`src/rtl/spi_os_pkg.sv`:
```
package spi_os_pkg;

    // Registered edge-detector state: the delayed serial-clock sample and
    // the two one-cycle strobes derived from it.
    typedef struct packed {
        logic older;
        logic rise;
        logic fall;
    } strobe_state_t;

endpackage

```
`src/rtl/spi_os_sync.sv`:
```
// Multi-bit synchronizer: each input bit runs through its own chain of
// STAGES flip-flops. Stage 0 takes the raw input.
module spi_os_sync #(
    parameter int           W       = 2,
    parameter int           STAGES  = 3,
    parameter logic [W-1:0] RST_VAL = '0
) (
    input  logic         clk,
    input  logic         rst,
    input  logic [W-1:0] din,
    output logic [W-1:0] dout
);

    for (genvar b = 0; b < W; b++) begin : g_bit
        logic [STAGES-1:0] chain_d;
        logic [STAGES-1:0] chain_q;

        always_comb begin
            chain_d = {chain_q[STAGES-2:0], din[b]};
        end

        always_ff @(posedge clk) begin
            if (rst) begin
                chain_q <= {STAGES{RST_VAL[b]}};
            end else begin
                chain_q <= chain_d;
            end
        end

        assign dout[b] = chain_q[STAGES-1];
    end

endmodule

```
`src/rtl/spi_os_edge.sv`:
```
// Edge detector for a synchronized level. It holds one more delayed copy
// of the level and registers rise and fall strobes, each one cycle wide.
module spi_os_edge
    import spi_os_pkg::*;
(
    input  logic clk,
    input  logic rst,
    input  logic newer,
    output logic rise,
    output logic fall
);

    strobe_state_t st_d;
    strobe_state_t st_q;

    always_comb begin
        st_d.older = newer;
        st_d.rise  = newer & ~st_q.older;
        st_d.fall  = st_q.older & ~newer;
    end

    always_ff @(posedge clk) begin
        if (rst) begin
            st_q <= '0;
        end else begin
            st_q <= st_d;
        end
    end

    assign rise = st_q.rise;
    assign fall = st_q.fall;

endmodule

```
`src/rtl/spi_os_core.sv`:
```
// Framing and shifting engine driven by the synchronized select, the
// synchronized data-in bit and the serial clock strobes.
module spi_os_core #(
    parameter int DATA_W = 8
) (
    input  logic              clk,
    input  logic              rst,
    input  logic              ss_n_s,
    input  logic              mosi_s,
    input  logic              rise,
    input  logic              fall,
    input  logic [DATA_W-1:0] tx_data,
    output logic              miso,
    output logic              miso_oe,
    output logic [DATA_W-1:0] rx_data,
    output logic              rx_valid
);

    localparam int CW = (DATA_W > 2) ? $clog2(DATA_W) : 1;
    localparam logic [CW-1:0] LAST_BIT = CW'(DATA_W - 1);

    typedef struct packed {
        logic              ss_prev;
        logic [CW-1:0]     bit_cnt;
        logic              reload;
        logic [DATA_W-2:0] rx_sh;
        logic [DATA_W-1:0] tx_sh;
        logic [DATA_W-1:0] rx_word;
        logic              rx_pulse;
    } core_state_t;

    core_state_t cs_d;
    core_state_t cs_q;

    always_comb begin
        cs_d          = cs_q;
        cs_d.rx_pulse = 1'b0;
        cs_d.ss_prev  = ss_n_s;

        if (ss_n_s) begin
            // Deselected: drop any partial word.
            cs_d.bit_cnt = '0;
            cs_d.reload  = 1'b0;
            cs_d.rx_sh   = '0;
            cs_d.tx_sh   = '0;
        end else if (cs_q.ss_prev) begin
            // Select just became active: present the first word.
            cs_d.bit_cnt = '0;
            cs_d.reload  = 1'b0;
            cs_d.rx_sh   = '0;
            cs_d.tx_sh   = tx_data;
        end else begin
            if (rise) begin
                cs_d.rx_sh = {cs_q.rx_sh[DATA_W-3:0], mosi_s};
                if (cs_q.bit_cnt == LAST_BIT) begin
                    cs_d.bit_cnt  = '0;
                    cs_d.rx_word  = {cs_q.rx_sh, mosi_s};
                    cs_d.rx_pulse = 1'b1;
                    cs_d.reload   = 1'b1;
                end else begin
                    cs_d.bit_cnt = cs_q.bit_cnt + 1'b1;
                end
            end
            if (fall) begin
                if (cs_q.reload) begin
                    cs_d.tx_sh  = tx_data;
                    cs_d.reload = 1'b0;
                end else begin
                    cs_d.tx_sh = {cs_q.tx_sh[DATA_W-2:0], 1'b0};
                end
            end
        end
    end

    always_ff @(posedge clk) begin
        if (rst) begin
            cs_q         <= '0;
            cs_q.ss_prev <= 1'b1;
        end else begin
            cs_q <= cs_d;
        end
    end

    assign miso_oe  = ~cs_q.ss_prev;
    assign miso     = ~cs_q.ss_prev & cs_q.tx_sh[DATA_W-1];
    assign rx_data  = cs_q.rx_word;
    assign rx_valid = cs_q.rx_pulse;

endmodule

```
`src/rtl/spi_os_target.sv`:
```
// SPI mode-0 target working only in the system clock domain.
module spi_os_target #(
    parameter int DATA_W      = 8,
    parameter int SYNC_STAGES = 3
) (
    input  logic              clk,
    input  logic              rst,
    input  logic              sck,
    input  logic              ss_n,
    input  logic              mosi,
    input  logic [DATA_W-1:0] tx_data,
    output logic              miso,
    output logic              miso_oe,
    output logic [DATA_W-1:0] rx_data,
    output logic              rx_valid,
    output logic              sck_rise,
    output logic              sck_fall
);

    // The edge detector adds the last stage for the serial clock, so its
    // chain is one shorter; all three lines then see the same delay.
    localparam int SCK_CHAIN = SYNC_STAGES - 1;

    logic       sck_s;
    logic [1:0] ctl_s;
    logic       ss_n_s;
    logic       mosi_s;

    spi_os_sync #(
        .W       (1),
        .STAGES  (SCK_CHAIN),
        .RST_VAL (1'b0)
    ) u_sync_sck (
        .clk  (clk),
        .rst  (rst),
        .din  (sck),
        .dout (sck_s)
    );

    spi_os_sync #(
        .W       (2),
        .STAGES  (SYNC_STAGES),
        .RST_VAL (2'b01)
    ) u_sync_ctl (
        .clk  (clk),
        .rst  (rst),
        .din  ({mosi, ss_n}),
        .dout (ctl_s)
    );

    assign ss_n_s = ctl_s[0];
    assign mosi_s = ctl_s[1];

    spi_os_edge u_edge (
        .clk   (clk),
        .rst   (rst),
        .newer (sck_s),
        .rise  (sck_rise),
        .fall  (sck_fall)
    );

    spi_os_core #(
        .DATA_W (DATA_W)
    ) u_core (
        .clk      (clk),
        .rst      (rst),
        .ss_n_s   (ss_n_s),
        .mosi_s   (mosi_s),
        .rise     (sck_rise),
        .fall     (sck_fall),
        .tx_data  (tx_data),
        .miso     (miso),
        .miso_oe  (miso_oe),
        .rx_data  (rx_data),
        .rx_valid (rx_valid)
    );

endmodule

```
`config.mk`:
```
export PLATFORM = sky130hd
export DESIGN_NAME = spi_os_target
export DESIGN_NICKNAME = d
export VERILOG_FILES = /design/src/rtl/spi_os_pkg.sv /design/src/rtl/spi_os_sync.sv /design/src/rtl/spi_os_edge.sv /design/src/rtl/spi_os_core.sv /design/src/rtl/spi_os_target.sv
export SDC_FILE = /design/constraint.sdc
export NUM_CORES = 1
export LEC_CHECK = 0
export CORE_MARGIN = 8
export CORE_UTILIZATION = 37
export CTS_CLUSTER_SIZE = 10
export DETAILED_ROUTE_END_ITERATION = 6
export PLACE_DENSITY_LB_ADDON = 0.2
export SETUP_SLACK_MARGIN = 0.2
export SYNTH_ARGS = -nofsm -noshare
export SYNTH_HDL_FRONTEND = slang
export SYNTH_SLANG_ARGS = --single-unit
```
`constraint.sdc`:
```
create_clock -name clk -period 1.4 [get_ports clk]
set_clock_uncertainty 0.15 [all_clocks]
set_input_delay 0.28 -clock clk [delete_from_list [all_inputs] [get_ports clk]]
set_output_delay 0.28 -clock clk [all_outputs]
set_load 0.005 [all_outputs]
```
* Word-level counts from Yosys, hierarchy flattened
Index checks and enable logic that the tools add are counted.
Word-level totals: flip-flop bits (word level) 40, logic and storage cells 37
Operators by class: add/sub/neg operators 1, eq/ne operators 1, muxes and demuxes 9, bitwise logic cells 8, reductions and logical operators 5
Operator list (number):
- $mux 8 | 4
- $not 1->1 | 5
- $mux 1 | 4
- $reduce_and 4->1 | 1
- $reduce_or 4->1 | 1
- $add 3x1->3 const B | 1
- $and 1x1->1 | 3
- $eq 3x3->1 const B | 1
- $mux 3 | 1
- $reduce_or 3->1 | 1
- $reduce_bool 2->1 | 1
- $reduce_or 2->1 | 1

* Longest topological paths before layout
Gate-level depths: netlist of run 1.
word-level depth 5, mapped depth 6, mapped depth without buffers 5

* Cells and area by module
Synthesis of run 1 repeated with hierarchy kept, for this count alone.
Second synthesis, totals: cells, all modules 153, area, all modules 1561.5 um^2
Modules (own cells, without submodules):
- spi_os_core | instances 1, cells each 129, area each 1244.9 um^2
- spi_os_sync (u_sync_ctl) | instances 1, cells each 14, area each 172.7 um^2
- spi_os_edge | instances 1, cells each 6, area each 91.3 um^2
- spi_os_sync (u_sync_sck) | instances 1, cells each 4, area each 52.6 um^2

* Least setup slack after synthesis of run 1
Ideal clock, no wire load.
path kind register to register, start point reg u_core.cs_q[25] (netlist bit), end point reg u_core.cs_q, in the netlist u_core.rx_data[0], setup time 0.120 ns, arrival 1.157 ns, required time 1.130 ns, setup slack -0.026 ns, cell stages (with the launch flop) 7, path buffers 1, period minus slack after synthesis 1.426 ns, path through dfxtp_1 > ha_1 > ha_1 > and4bb_2 > buf_4 > nand2_1 > a21oi_1
On the way: word-level cells in the longest chain between the ends 2
RTL lines:
- start: declaration | line spi_os_core.sv:33 | core_state_t cs_q;
- start signal: assignment | line spi_os_core.sv:80 | cs_q <= cs_d;
- $eq 3x3->1 | line spi_os_core.sv:55 | if (cs_q.bit_cnt == LAST_BIT) begin
- $reduce_and 4->1 (no source line)
Every way passes these cells. A chain may end at the register's enable or synchronous reset.

* Worst setup path after layout of run 1
start point reg u_core.cs_q[28] (netlist bit), end point out miso
On the way: word-level cells in the longest chain between the ends 2
RTL lines:
- $not 1->1 | line spi_os_core.sv:85 | assign miso = ~cs_q.ss_prev & cs_q.tx_sh[DATA_W-1];
- $and 1x1->1 | line spi_os_core.sv:85
- end: declaration | line spi_os_target.sv:12 | output logic miso,
Every way passes these cells.

==> flow_summary.ini, run 1 <==
[floorplanning]
die_h_um = 80.4
core_um2 = 4000
fp.dieArea_um2 = 6470
die_width_um = 80.4
num_rows = 23
initial_utilization_pct = 38.4
io_pins = 26

[worst_setup_path]
cp.depth = 2
cp-start-kind = flop
criticalPathCategory = flop to output port
r2r_cells = 5
startpoint = u_core.cs_q[28]
worst-path-buf-inv = 1
crit_path_end = miso
arrival_ns = 0.98
path_max_fanout = 4
r2r-end = u_core.rx_data[3]
max_stage_delay_ns = 0.35
crit_family = flip-flops
worst-r2r-setup-slack_ns = 0
r2r-start = u_core.cs_q[28]
required_ns = 0.97
cpMaxStageDelayCell = dfxtp_2
cp-end-kind = output port
path_cells = and2b_2 > buf_6

[placed_design]
place_area_um2 = 1840
gp_congestion = 0.703
dp_slack_ns = -0.0908
numPortBuffers = 25
dp_hpwl_um = 2060

[routing]
postRouteWirelength_um = 2970
drtIter0Drc = 40
ant_nets = 0
firstDrtPassIters = 4
via_per_inst = 4.57
avgRoutedWirePerCell_um = 12.5
vias = 1088
drc_errors = 0

[sta]
timing_max_transition_violations_final = 0
fin_crit_ns = 1.41
final-hold-violation-count = 0
finalWorstSetupSlack_ns = -0.0132
finalCritPeriodShare_pct = 101
setup_violations = 1
finalSetupTns_ns = -0.0132
clock.fmax_mhz = 708
worst_slew_pin_slew_ns = 0.192
slew-limit-headroom_pct = 86.8
rsz0062_at_grt = true
hold-worst-slack_ns = 0.253

[pwr]
p_comb_share_pct = 5.2
p_int_mw = 1.61
ir_drop_v = 0.000711
leakage_nw = 0.766
p_sw_mw = 0.426
switching_share_pct = 20.9
clock_power_share_pct = 38.1
powerDensity_nw_per_um2 = 990
sequentialPowerShare_pct = 56.8

[clocking]
cts_htree_levels = 2
insertion_delay_ns = 0.29
cts_buffer_depth = 2
cts_tree = built
cts_sinks = 40
cts-root-buf = clkbuf_8
clk_pin_slew_ns = 0.07
cts_made_buffers = 5

[run]
drv_cap = 0

[hold_path]
hold_depth = 1
hold_class = flop to flop

[cells_and_area]
layout_commonest_cell = dfxtp_1
drive_gt1_share_pct = 44.1
n_fill_cell = 382
mostFrequentLayoutCells = 27 x dfxtp_1, 15 x mux2i_1, 14 x nand2_1
final_util_pct = 51.4
final_area_um2 = 2060
num-nets-final = 202
seq_area_um2 = 820
insertedDiodeCount = 0
multi_input_area_um2 = 687
syn2layout_area_growth_pct = 33.8

[logic_synthesis]
ys_ff_latch = 40
yosysSeqAreaShare_pct = 52.1
synth_cells = 153
synth_cell_types = 26
syn_nets = 168
yosys_warnings = 0
avgSynthCellArea_um2 = 10.0
syn_area_um2 = 1540

[global_route]
first_global_vias = 1059
grt_use_total_pct = 9.67
grt_first_pass_wirelength_um = 4750
grt_max_degree = 15
gr-total-overflow = 0
antenna_found_initial = 0

[status]
outcome = finished with violations
violations = setup timing
[layout make-up]
type / instances / area share [%]
clock buffer: 6 / 4.02
tap: 50 / 3.04
multi-input combinational: 94 / 33.4
sequential: 40 / 39.9
inverter: 3 / 0.670
timing repair buffer: 43 / 18.5
clock inverter: 2 / 0.487
[synthesized netlist by cell type]
library cell / count / share of area [%]
a21oi_2: 1 / 0.57
inv_1: 3 / 0.73
nor2_2: 1 / 0.41
buf_2: 4 / 1.3
a21oi_1: 16 / 5.2
nor3b_1: 2 / 0.98
buf_12: 1 / 1.3
nor2_1: 13 / 3.2
and2b_2: 1 / 0.57
or2_2: 3 / 1.2
o21ai_0: 5 / 1.6
mux2_2: 1 / 0.73
ha_1: 2 / 1.6
nand2_1: 19 / 4.6
o21ai_2: 2 / 1.1
dfxtp_1: 40 / 52
and4bb_2: 1 / 0.81
nand3b_4: 1 / 1.3
buf_6: 1 / 0.73
clkbuf_1: 1 / 0.24
mux2i_1: 16 / 10
nor2b_1: 7 / 2.9
nand4bb_1: 1 / 0.73
buf_4: 9 / 4.4
or2_1: 1 / 0.41
nor2_4: 1 / 0.73
[power by group through the flow]
stage / registers [mW] / logic [mW] / clock network (mW)
6_report: 1.16 / 0.105 / 0.775
5_1_grt: 1.16 / 0.114 / 0.872
4_1_cts: 1.16 / 0.103 / 0.807
3_5_place_dp: 1.18 / 0.0958 / 0
3_3_place_gp: 1.18 / 0.0937 / 0
2_1_floorplan: 1.18 / 0.0438 / 0
[registers in the layout (all words and copies together) (netlist names)]
register                  cells
u_core.cs_q                  20
u_core.rx_data                8
u_core.rx_valid               1
u_edge.fall                   1
u_edge.rise                   1
u_edge.st_q                   1
u_sync_ctl.g_bit.chain_q      6
u_sync_sck.g_bit.chain_q      2
[worst min-delay path by stage]
stage | endpoint | slack (ns) | startpoint
2_1_floorplan | u_edge.rise | 0.23 | u_edge.st_q[2]
3_3_place_gp | u_sync_ctl.g_bit[0].chain_q[1] | 0.25 | u_sync_ctl.g_bit[0].chain_q[0]
3_5_place_dp | u_sync_ctl.g_bit[0].chain_q[2] | 0.25 | u_sync_ctl.g_bit[0].chain_q[1]
4_1_cts | u_edge.rise | 0.26 | u_edge.st_q[2]
5_1_grt | u_edge.fall | 0.27 | u_sync_sck.g_bit[0].chain_q[1]
6_report | u_edge.rise | 0.25 | u_edge.st_q[2]
[cell families (layout without fill, tap and decap cells)]
family	count (synthesis)	in the layout	synth area share, %
AND/OR/NAND/NOR	51	51	17.8
flip-flops	40	40	52.1
AO/OA/AOI/OAI	24	24	8.55
buffers and inverters	19	54	8.71
multiplexers	17	17	11.2
adder cells (fa/ha/maj)	2	2	1.63
[layer usage]
| metal | up-vias | routed length [um] | track usage (%) |
|---|---|---|---|
| li1 | 560 | - | - |
| met1 | 504 | 1280 | 10.1 |
| met2 | 18 | 1460 | 15.5 |
| met3 | 6 | 182 | 5.02 |
| met4 | 0 | 51 | 4.91 |
| met5 | - | 0 | 0 |
[metrics by stage]
stage               total power, mW  instances
floorplan                      1.23        153
global placement               1.28        223
CTS                            2.07        237
finish                         2.04        238
global route                   2.14        238
detailed placement             1.28        223
[repair_timing]
item	CTS	global route
setup buffers	6	1
pin swaps	9	3
hold buffers	0	0
endpoints found under the setup margin	36	28
resized for setup	77	16
Note: power is estimated with default switching activity, not from simulation.
==> inputs of run 2 (changes only) <==
- ABC_AREA: unset -> 1
==> run 2 against run 1 <==
The flow now finishes without violations. Final cell count rose by 29%. Die area rose by 5.3%. Clock-buffer cell count rose by 1. Largest cell class unchanged.
==> flow_summary.ini, run 2 <==
[status]
outcome = completed

[placed_design]
gp_congestion = 0.781
dp_slack_ns = -0.144
numPortBuffers = 25
place_area_um2 = 2030
dp_hpwl_um = 2180
dp_cells = 291

[floorplanning]
initial_utilization_pct = 37.9
num_rows = 24
io_pins = 26
die_width_um = 82.6
fp.dieArea_um2 = 6820
die_h_um = 82.6
core_um2 = 4320

[routing]
drtIter0Drc = 49
postRouteWirelength_um = 3140
firstDrtPassIters = 4
vias = 1360
avgRoutedWirePerCell_um = 10.2
drc_errors = 0
ant_nets = 0
via_per_inst = 4.42

[clocking]
insertion_delay_ns = 0.29
postCtsHoldBufs = 0
cts_made_buffers = 5
cts_tree = built
cts_htree_levels = 2
cts_buffer_depth = 2
cts-root-buf = clkbuf_8
clk_pin_slew_ns = 0.07
cts_sinks = 40

[logic_synthesis]
syn_area_um2 = 1640
synth_edf_count = 0
avgSynthCellArea_um2 = 7.66
synth.most_common_cell = nand2_1
yosys.area.top_type = dfxtp_1
syn_nets = 229
synth_cells = 214
synthTopCellsByArea = dfxtp_1 49%, nand2_1 14%, a21oi_1 8.2%
netlist_top_cells_count = 59 x nand2_1, 40 x dfxtp_1, 27 x a21oi_1
synthFlopType = dfxtp_1
ys_ff_latch = 40
yosysSeqAreaShare_pct = 48.9
yosys_warnings = 0
synth_cell_types = 21
async_flop_share_pct = 0
synth_top_area_share_pct = 48.9

[sta]
timing_max_transition_violations_final = 0
finalWorstSetupSlack_ns = 0.0623
worst_slew_pin_slew_ns = 0.260
hold-worst-slack_ns = 0.255
setup_violations = 0
finalCritPeriodShare_pct = 95.5
slew-limit-headroom_pct = 82.6
fin_crit_ns = 1.34
rsz0062_at_grt = true
final-hold-violation-count = 0
clock.fmax_mhz = 748
finalSetupTns_ns = 0

[pwr]
p_sw_mw = 0.424
leakage_nw = 0.905
p_comb_share_pct = 5.3
ir_drop_v = 0.000601
switching_share_pct = 20.5
powerDensity_nw_per_um2 = 935
clock_power_share_pct = 38.9
p_int_mw = 1.65
fin_total_pwr_mw = 2.07
sequentialPowerShare_pct = 55.8

[worst_setup_path]
path_cells = ha_4 > ha_4 > nand2_8 > inv_8 > buf_4 > a21oi_2 > nor2_1
worst-path-buf-inv = 2
critPathMostFrequentCell = ha_4
required_ns = 1.44
arrival_ns = 1.38
cp-end-kind = flop
cpMaxStageDelayCell = dfxtp_2
path_max_fanout = 6
crit_family = flip-flops
criticalPathCategory = flop to flop
cp-start-kind = flop
max_stage_delay_ns = 0.34

[cells_and_area]
n_fill_cell = 437
largest_register_ffs = 20
final_util_pct = 51.3
final_area_um2 = 2220
largest-register = u_core.cs_q
num-nets-final = 271
insertedDiodeCount = 0
multi_input_area_um2 = 721
syn2layout_area_growth_pct = 35.4
instances_no_fill = 308
seq_area_um2 = 818
mostFrequentLayoutCells = 58 x nand2_1, 26 x dfxtp_1, 23 x inv_1
layout_commonest_cell = nand2_1
drive_gt1_share_pct = 32.4

[global_route]
first_global_vias = 1329
grt_use_total_pct = 10.6
gr-total-overflow = 0
antenna_found_initial = 0
grt_first_pass_wirelength_um = 5550
grt_max_degree = 17

[run]
drv_cap = 0

[hold_path]
hold_class = flop to flop
## run 2: cell types whose count changed in the layout (fill, tap and decap cells not counted), moves of 7 or more
| cell | before | now |
|---|---|---|
| nand2_1 | 14 | 58 |
| inv_1 | 2 | 23 |
| mux2i_1 | 15 | 0 |
| a21oi_1 | 9 | 17 |
| nand3b_1 | 0 | 8 |
| nor2b_1 | 7 | 0 |
## run 2: worst paths after layout
path,slack (ns),start,depth (start not counted),to
max,0.06,u_core.cs_q[25],7,u_core.rx_data[3]
min,0.25,u_sync_sck.g_bit[0].chain_q[0],2,u_sync_sck.g_bit[0].chain_q[1]
max reg2reg,0.06,u_core.cs_q[25],7,u_core.rx_data[3]
min reg2reg,0.25,u_sync_sck.g_bit[0].chain_q[0],2,u_sync_sck.g_bit[0].chain_q[1]
## run 2: cells by family (layout without fill, tap and decap cells)
| logic type | after synthesis | after routing | share of synthesized area [%] |
|---|---|---|---|
| AO/OA/AOI/OAI | 34 | 34 | 10.4 |
| adder cells (fa/ha/maj) | 2 | 2 | 1.53 |
| buffers and inverters | 41 | 83 | 12.7 |
| flip-flops | 40 | 40 | 48.9 |
| AND/OR/NAND/NOR | 97 | 97 | 26.6 |
## run 2: worst reg2reg max path, cell delays in order (launching register included)
cell	delay (ns)
dfxtp_2	0.34
ha_4	0.16
ha_4	0.17
nand2_8	0.08
inv_8	0.05
buf_4	0.13
a21oi_2	0.11
nor2_1	0.05
## run 2: what timing repair did
item	in CTS	in global routing
buffers inserted	9	0
pin swaps	3	2
resized for setup	70	10
gates cloned	1	0
endpoints found under the setup margin	38	29
## run 2: area by class of cell
class | instances | area share, %
Clock buffer | 7 | 4.34
Inverter | 28 | 5.24
Multi-Input combinational cell | 133 | 32.5
Sequential cell | 40 | 36.9
Tap cell | 52 | 2.93
Timing Repair Buffer | 47 | 17.9
Timing Repair inverter | 1 | 0.282
## run 2: power by group through the flow
stage / Sequential, mW / Clock, mW / Combinational (mW)
finish: 1.16 / 0.807 / 0.110
global route: 1.16 / 0.888 / 0.124
CTS: 1.16 / 0.846 / 0.110
detailed placement: 1.18 / 0 / 0.110
global placement: 1.18 / 0 / 0.109
floorplan: 1.18 / 0 / 0.0507
## run 2: layer usage
| layer | GRT usage (%) | vias to the layer above | wire (um) |
|---|---|---|---|
| met5 | 0 | - | 0 |
| met4 | 5.17 | 0 | 53 |
| met3 | 4.11 | 4 | 181 |
| met2 | 16.0 | 24 | 1400 |
| met1 | 12.8 | 591 | 1510 |
| li1 | - | 741 | - |
